File: src/rtl/can_filt_pkg.sv
package can_filt_pkg;
  localparam int DEF_NUM_FLT = 32;
  localparam int DEF_NUM_MSK = 4;
  localparam int DEF_SID_W   = 11;
  localparam int DEF_EID_W   = 18;
  localparam int DEF_FIFO_W  = 5;
endpackage

File: src/rtl/can_filt_cfg.sv
module can_filt_cfg #(
  parameter int NUM_FLT = can_filt_pkg::DEF_NUM_FLT,
  parameter int NUM_MSK = can_filt_pkg::DEF_NUM_MSK,
  parameter int ENT_W   = 30,
  parameter int CTL_W   = 8,
  localparam int IDX_W  = $clog2(NUM_FLT),
  localparam int MSEL_W = $clog2(NUM_MSK)
) (
  input  logic                             clk,
  input  logic                             rst_n,
  input  logic                             flt_we,
  input  logic [IDX_W-1:0]                 flt_addr,
  input  logic [ENT_W-1:0]                 flt_wdata,
  input  logic                             msk_we,
  input  logic [MSEL_W-1:0]                msk_addr,
  input  logic [ENT_W-1:0]                 msk_wdata,
  input  logic                             ctl_we,
  input  logic [IDX_W-1:0]                 ctl_addr,
  input  logic [CTL_W-1:0]                 ctl_wdata,
  output logic [NUM_FLT-1:0][ENT_W-1:0]    flt_arr,
  output logic [NUM_MSK-1:0][ENT_W-1:0]    msk_arr,
  output logic [NUM_FLT-1:0][CTL_W-1:0]    ctl_arr
);
  always_ff @(posedge clk) begin
    if (!rst_n) begin
      flt_arr <= '0;
      msk_arr <= '0;
      ctl_arr <= '0;
    end else begin
      if (flt_we) flt_arr[flt_addr] <= flt_wdata;
      if (msk_we) msk_arr[msk_addr] <= msk_wdata;
      if (ctl_we) ctl_arr[ctl_addr] <= ctl_wdata;
    end
  end

  // a control write is visible on the following cycle
  a_r9_ctl_write_lands: assert property (@(posedge clk) disable iff (!rst_n)
    ctl_we |=> ctl_arr[$past(ctl_addr)] == $past(ctl_wdata));
  a_r9_msk_write_lands: assert property (@(posedge clk) disable iff (!rst_n)
    msk_we |=> msk_arr[$past(msk_addr)] == $past(msk_wdata));
endmodule

File: src/rtl/can_filt_cmp.sv
module can_filt_cmp #(
  parameter int SID_W = can_filt_pkg::DEF_SID_W,
  parameter int EID_W = can_filt_pkg::DEF_EID_W,
  localparam int ENT_W = SID_W + 1 + EID_W
) (
  input  logic             en,
  input  logic [ENT_W-1:0] flt_ent,
  input  logic [ENT_W-1:0] msk_ent,
  input  logic [SID_W-1:0] id_sid,
  input  logic [EID_W-1:0] id_eid,
  input  logic             id_ext,
  output logic             match
);
  logic [SID_W-1:0] sid_diff;
  logic [EID_W-1:0] eid_diff;
  logic             sid_ok, eid_ok, fmt_ok;

  always_comb begin
    sid_diff = (id_sid ^ flt_ent[ENT_W-1 -: SID_W]) & msk_ent[ENT_W-1 -: SID_W];
    eid_diff = (id_eid ^ flt_ent[EID_W-1:0]) & msk_ent[EID_W-1:0];
    sid_ok   = (sid_diff == '0);
    eid_ok   = !id_ext || (eid_diff == '0);
    fmt_ok   = !msk_ent[EID_W] || (flt_ent[EID_W] == id_ext);
    match    = en && sid_ok && eid_ok && fmt_ok;
  end
endmodule

File: src/rtl/can_filt_prio.sv
module can_filt_prio #(
  parameter int N = can_filt_pkg::DEF_NUM_FLT,
  localparam int IDX_W = $clog2(N)
) (
  input  logic [N-1:0]     req,
  output logic             hit,
  output logic [IDX_W-1:0] idx
);
  always_comb begin
    hit = 1'b0;
    idx = '0;
    for (int i = N - 1; i >= 0; i--) begin
      if (req[i]) begin
        hit = 1'b1;
        idx = IDX_W'(i);
      end
    end
  end
endmodule

File: src/rtl/can_accept_filter.sv
module can_accept_filter #(
  parameter int NUM_FLT = can_filt_pkg::DEF_NUM_FLT,
  parameter int NUM_MSK = can_filt_pkg::DEF_NUM_MSK,
  parameter int SID_W   = can_filt_pkg::DEF_SID_W,
  parameter int EID_W   = can_filt_pkg::DEF_EID_W,
  parameter int FIFO_W  = can_filt_pkg::DEF_FIFO_W,
  localparam int IDX_W  = $clog2(NUM_FLT),
  localparam int MSEL_W = $clog2(NUM_MSK),
  localparam int ENT_W  = SID_W + 1 + EID_W,
  localparam int CTL_W  = 1 + MSEL_W + FIFO_W
) (
  input  logic              clk,
  input  logic              rst_n,
  input  logic              flt_we,
  input  logic [IDX_W-1:0]  flt_addr,
  input  logic [ENT_W-1:0]  flt_wdata,
  input  logic              msk_we,
  input  logic [MSEL_W-1:0] msk_addr,
  input  logic [ENT_W-1:0]  msk_wdata,
  input  logic              ctl_we,
  input  logic [IDX_W-1:0]  ctl_addr,
  input  logic [CTL_W-1:0]  ctl_wdata,
  input  logic              id_valid,
  input  logic [SID_W-1:0]  id_sid,
  input  logic [EID_W-1:0]  id_eid,
  input  logic              id_ext,
  output logic              res_valid,
  output logic              res_hit,
  output logic [IDX_W-1:0]  res_index,
  output logic [FIFO_W-1:0] res_fifo
);
  logic [NUM_FLT-1:0][ENT_W-1:0] flt_arr;
  logic [NUM_MSK-1:0][ENT_W-1:0] msk_arr;
  logic [NUM_FLT-1:0][CTL_W-1:0] ctl_arr;
  logic [NUM_FLT-1:0]            match_vec;
  logic                          pe_hit;
  logic [IDX_W-1:0]              pe_idx;
  logic [FIFO_W-1:0]             fifo_sel;

  can_filt_cfg #(
    .NUM_FLT(NUM_FLT), .NUM_MSK(NUM_MSK), .ENT_W(ENT_W), .CTL_W(CTL_W)
  ) cfg_i (
    .clk(clk), .rst_n(rst_n),
    .flt_we(flt_we), .flt_addr(flt_addr), .flt_wdata(flt_wdata),
    .msk_we(msk_we), .msk_addr(msk_addr), .msk_wdata(msk_wdata),
    .ctl_we(ctl_we), .ctl_addr(ctl_addr), .ctl_wdata(ctl_wdata),
    .flt_arr(flt_arr), .msk_arr(msk_arr), .ctl_arr(ctl_arr)
  );

  for (genvar g = 0; g < NUM_FLT; g++) begin : g_flt
    logic [MSEL_W-1:0] msel;
    assign msel = ctl_arr[g][CTL_W-2 -: MSEL_W];
    can_filt_cmp #(.SID_W(SID_W), .EID_W(EID_W)) cmp_i (
      .en(ctl_arr[g][CTL_W-1]),
      .flt_ent(flt_arr[g]),
      .msk_ent(msk_arr[msel]),
      .id_sid(id_sid), .id_eid(id_eid), .id_ext(id_ext),
      .match(match_vec[g])
    );
  end

  can_filt_prio #(.N(NUM_FLT)) prio_i (
    .req(match_vec), .hit(pe_hit), .idx(pe_idx)
  );

  assign fifo_sel = pe_hit ? ctl_arr[pe_idx][FIFO_W-1:0] : '0;

  always_ff @(posedge clk) begin
    if (!rst_n) begin
      res_valid <= 1'b0;
      res_hit   <= 1'b0;
      res_index <= '0;
      res_fifo  <= '0;
    end else begin
      res_valid <= id_valid;
      res_hit   <= id_valid && pe_hit;
      res_index <= (id_valid && pe_hit) ? pe_idx : '0;
      res_fifo  <= id_valid ? fifo_sel : '0;
    end
  end

  logic [NUM_FLT-1:0] below_mask;
  assign below_mask = (NUM_FLT'(1) << pe_idx) - NUM_FLT'(1);

  a_r5_valid_follows: assert property (@(posedge clk) disable iff (!rst_n)
    id_valid |=> res_valid);
  a_r5_pulse_ends: assert property (@(posedge clk) disable iff (!rst_n)
    !id_valid |=> !res_valid);
  a_r6_hit_needs_valid: assert property (@(posedge clk) disable iff (!rst_n)
    res_hit |-> res_valid);
  a_r6_miss_zero: assert property (@(posedge clk) disable iff (!rst_n)
    (res_valid && !res_hit) |-> (res_index == '0 && res_fifo == '0));
  a_r6_no_false_miss: assert property (@(posedge clk) disable iff (!rst_n)
    (id_valid && !pe_hit) |-> (match_vec == '0));
  a_r7_winner_matches: assert property (@(posedge clk) disable iff (!rst_n)
    (id_valid && pe_hit) |-> match_vec[pe_idx]);
  a_r7_none_lower: assert property (@(posedge clk) disable iff (!rst_n)
    (id_valid && pe_hit) |-> ((match_vec & below_mask) == '0));
endmodule

File: config.mk
export PLATFORM = sky130hd
export DESIGN_NAME = can_accept_filter
export DESIGN_NICKNAME = d
export VERILOG_FILES = /design/src/rtl/can_filt_pkg.sv /design/src/rtl/can_filt_cfg.sv /design/src/rtl/can_filt_cmp.sv /design/src/rtl/can_filt_prio.sv /design/src/rtl/can_accept_filter.sv
export SDC_FILE = /design/constraint.sdc
export NUM_CORES = 2
export LEC_CHECK = 0
export BUFFER_PORTS_ARGS = -buffer_cell sky130_fd_sc_hd__buf_4
export CORE_MARGIN = 2
export CORE_UTILIZATION = 30
export CTS_BUF_LIST = sky130_fd_sc_hd__clkbuf_4 sky130_fd_sc_hd__clkbuf_8
export DETAILED_ROUTE_END_ITERATION = 10
export GPL_TIMING_DRIVEN = 1
export SYNTH_ARGS = -nofsm -noshare
export SYNTH_HDL_FRONTEND = slang
export SYNTH_SLANG_ARGS = --single-unit
File: constraint.sdc
create_clock -name clk -period 4.53 [get_ports clk]
set_input_delay 0 -clock clk [delete_from_list [all_inputs] [get_ports clk]]
set_output_delay 0 -clock clk [all_outputs]
set_load 0.01 [all_outputs]
==> results.py <==
metrics = {
    "global_routing": {
        "grt_max_degree": 240,
        "grt_pass1_vias": 82860,
        "grt_overflow": 0,
        "grt_util_all_layers_pct": 28.83,
        "grt_pass1_wl_um": 628000,
        "antenna_found_initial": 52,
    },
    "die": {
        "dieArea_mm2": 0.3037,
        "io_pins": 128,
        "rows": 200,
        "die-height_um": 551.1,
        "coreArea_mm2": 0.2973,
        "die_w_um": 551.1,
        "initial_core_util_pct": 30.20,
    },
    "final_layout": {
        "nFillCells": 29250,
        "layout-drive-gt1-share_pct": 27.42,
        "post-route-cell-area_mm2": 0.1109,
        "synthToLayoutAreaGrowth_pct": 23.53,
        "fin_cells": 13950,
        "final_nets": 9914,
    },
    "logic_synthesis": {
        "synth-edff-count": 0,
        "synth_simple_gate_area_share_pct": 13.92,
        "synth_cell_types": 65,
        "synthArstFlopShare_pct": 0,
        "synthTopCellsByArea": "dfxtp_1 (30%), mux4_2 (24%), nand2_1 (9.9%), xor2_1 (9.4%), a21boi_0 (9.2%)",
        "synth.avg_cell_area_um2": 9.526,
        "syn_area_mm2": 0.08979,
        "synth_xor_area_share_pct": 9.364,
        "synthAdderAreaFrac_pct": 0,
        "synth.most_common_cell": "nand2_1",
        "synth-seq-area-share_pct": 30.05,
        "ys_warn_count": 0,
        "synth_top_family_by_area": "multiplexers",
        "synth_nets": 9542,
        "synth_common_cells": "nand2_1 (2375), dfxtp_1 (1348), a21boi_0 (1104)",
        "synthFlopType": "dfxtp_1",
        "synth_area_leader_cell": "dfxtp_1",
        "synth_top_area_share_pct": 30.05,
        "synthMuxAreaShare_pct": 27.22,
        "synthCells": 9426,
        "ys_ff_latch": 1348,
        "synth-compound-area-share_pct": 14.15,
    },
    "run": {
        "maxCapViolCount": 0,
    },
    "setup_path": {
        "reg2reg_slack_ns": -0.50,
        "r2r_cells": 18,
        "crit_arrival_ns": 6.02,
        "rr_startpoint": "cfg_i.msk_arr[97]$_SDFFE_PN0P_",
        "cp_max_fo": 8,
        "criticalPathCategory": "reg2reg",
        "worstPathRequired_ns": 5.52,
        "endpoint_kind": "flip-flop",
        "r2r_end": "res_fifo[1]$_SDFF_PN0_",
        "crit_path_start_kind": "flip-flop",
    },
    "cts": {
        "cts-htree-levels": 4,
        "numCtsBuffers": 244,
        "cts.path.max_buffers": 4,
        "clock-sinks": 1348,
        "cts_root_buffer": "clkbuf_8",
        "clkTransAtPathRegs_ns": 0.07,
        "cts_tree": "yes",
        "clkLatencyLatePin_ns": 1.11,
    },
    "routing": {
        "wire_per_inst_um": 32.39,
        "drtIter0Drc": 11970,
        "vias": 84680,
        "viasPerCell": 6.071,
        "postRouteAntennaNets": 0,
        "firstDrtPassIters": 6,
        "routed_wl_um": 451700,
        "route.detailed.drc": 0,
    },
    "placement": {
        "dp_slack_ns": -1.075,
        "place_inst": 13310,
        "gp_congestion": 1.028,
        "placedInstanceArea_mm2": 0.1031,
        "place_hpwl_um": 290700,
        "numPortBuffers": 127,
    },
    "timing": {
        "setup_viol_count_final": 5,
        "drv_slew": 0,
        "slew_headroom_pct": 5.363,
        "fmax_mhz": 198.7,
        "hold_ws_ns": 0.05855,
        "final-hold-violation-count": 0,
        "skew_ns": 0.1005,
        "min_period_over_period_pct": 111.1,
        "worst_pin_slew_ns": 1.420,
        "rsz0062_at_grt": "yes",
        "period_minus_slack_ns": 5.032,
        "worst_slack_ns": -0.5017,
    },
    "min_path": {
        "worstHoldPathCells": 6,
        "hp-class": "in2reg",
        "whs_endpoint": "cfg_i.ctl_arr[3]$_SDFFE_PN0P_",
        "hp-start": "ctl_addr[1]",
    },
    "pwr": {
        "vdd_drop_max_v": 0.0002816,
        "p_per_area_mw_per_mm2": 268.0,
        "finalPower_mw": 29.72,
        "p_leak_nw": 39.85,
    },
    "outcome": {
        "status": "finished with violations",
        "violations": "negative setup slack",
    },
}
-- kinds of logic after synthesis --
group | Yosys count
buf+inv | 1198
xor+xnor | 960
compound gates | 1697
mux | 1239
simple gates | 2984
flops | 1348
-- stage by stage --
stage	setup TNS, ns	util, %
floorplan	0	-
global placement	-5.786	34.69
detailed placement	-5.585	34.69
finish	-2.092	37.31
CTS	-1.101	37.22
global route	-2.355	37.30
-- layout make-up --
type	count	area, µm²	share of cell area (%)
Sequential cell	1348	27030	24.37
Clock buffer	372	4763	4.294
Timing Repair Buffer	1316	14830	13.37
Inverter	7	26.28	0.02369
Tap cell	3939	4928	4.443
Clock inverter	58	525.5	0.4738
Multi-Input combinational cell	6881	58750	52.96
Antenna cell	27	67.56	0.06091
-- cells in the final DEF (no fill, tap or decap), types with 8 or more instances in the layout --
cell	count
nand2_1	2361
dfxtp_1	1316
a21boi_0	1104
mux4_2	961
xor2_1	960
buf_4	789
a22oi_1	383
buf_12	356
clkbuf_8	315
mux2i_1	268
nor2b_1	234
dlygate4sd3_1	158
nand4_1	90
nand3_1	88
clkbuf_4	57
clkinv_2	45
nor2_1	41
o21ai_0	33
nor2_2	32
a22o_1	30
dfxtp_2	30
diode_2	27
a22oi_2	27
and4_1	22
a21oi_1	20
and3_1	15
o31ai_1	15
nor2_4	14
nand2_2	14
a221oi_1	14
o211ai_1	12
buf_6	9
or2_2	8
nor3_1	8
o31ai_4	8
bufinv_16	8
-- layer usage --
metal  wire length (µm)  GRT usage, %
met1             163200         35.45
met2             189900         42.51
met3              64260         10.64
met4              34130         18.19
met5                174             0
-- report_power, final --
group	leakage [nW]	switching [mW]	internal [mW]
sequential	10.9	0.0901	12.0
combinational	26.1	2.85	1.72
clock	2.84	5.97	7.13
total	39.8	8.91	20.8
-- what timing repair did --
| item | 4_1_cts | 5_1_grt |
|---|---|---|
| hold buffers | 164 | 0 |
| gates resized for setup | 77 | 29 |
| setup endpoints to repair | 7 | 5 |
| cloned | 2 | 1 |
| pin swaps | 24 | 17 |
| setup buffers | 8 | 7 |
| endpoints found under the hold margin | 1347 | 0 |
-- worst max path at each step --
| stage | cells after the start | to | start |
|---|---|---|---|
| 6_report | 18 | res_fifo[1]$_SDFF_PN0_ | cfg_i.msk_arr[97]$_SDFFE_PN0P_ |
| 3_5_place_dp | 18 | res_fifo[1]$_SDFF_PN0_ | cfg_i.msk_arr[107]$_SDFFE_PN0P_ |
| 2_1_floorplan | 16 | res_fifo[0]$_SDFF_PN0_ | cfg_i.ctl_arr[213]$_SDFFE_PN0P_ |
| 4_1_cts | 18 | res_fifo[1]$_SDFF_PN0_ | cfg_i.ctl_arr[173]$_SDFFE_PN0P_ |
| 3_3_place_gp | 18 | res_fifo[1]$_SDFF_PN0_ | cfg_i.msk_arr[107]$_SDFFE_PN0P_ |
| 5_1_grt | 17 | res_fifo[1]$_SDFF_PN0_ | cfg_i.ctl_arr[245]$_SDFFE_PN0P_ |
-- critical path, cell delays in order (launching register included) --
cell,delay (ns)
dfxtp_1,0.34
buf_12,0.15
buf_12,0.13
buf_4,0.14
mux4_2,0.45
a22oi_1,0.35
nand4_1,0.16
o31ai_1,0.51
buf_4,0.25
a21oi_1,0.07
o21ai_0,0.47
buf_4,0.22
and3_4,0.23
nand2_8,0.10
buf_6,0.13
mux2_4,0.30
o211ai_1,0.24
nand4_1,0.17
or4_1,0.51
-- sequential cells by signal (all words and copies together) (netlist names) --
signal,cells
cfg_i.flt_arr,960
res_index,5
cfg_i.msk_arr,120
cfg_i.ctl_arr,256
res_fifo,5
res_hit,1
res_valid,1
Note: power is estimated with default switching activity, not from simulation.
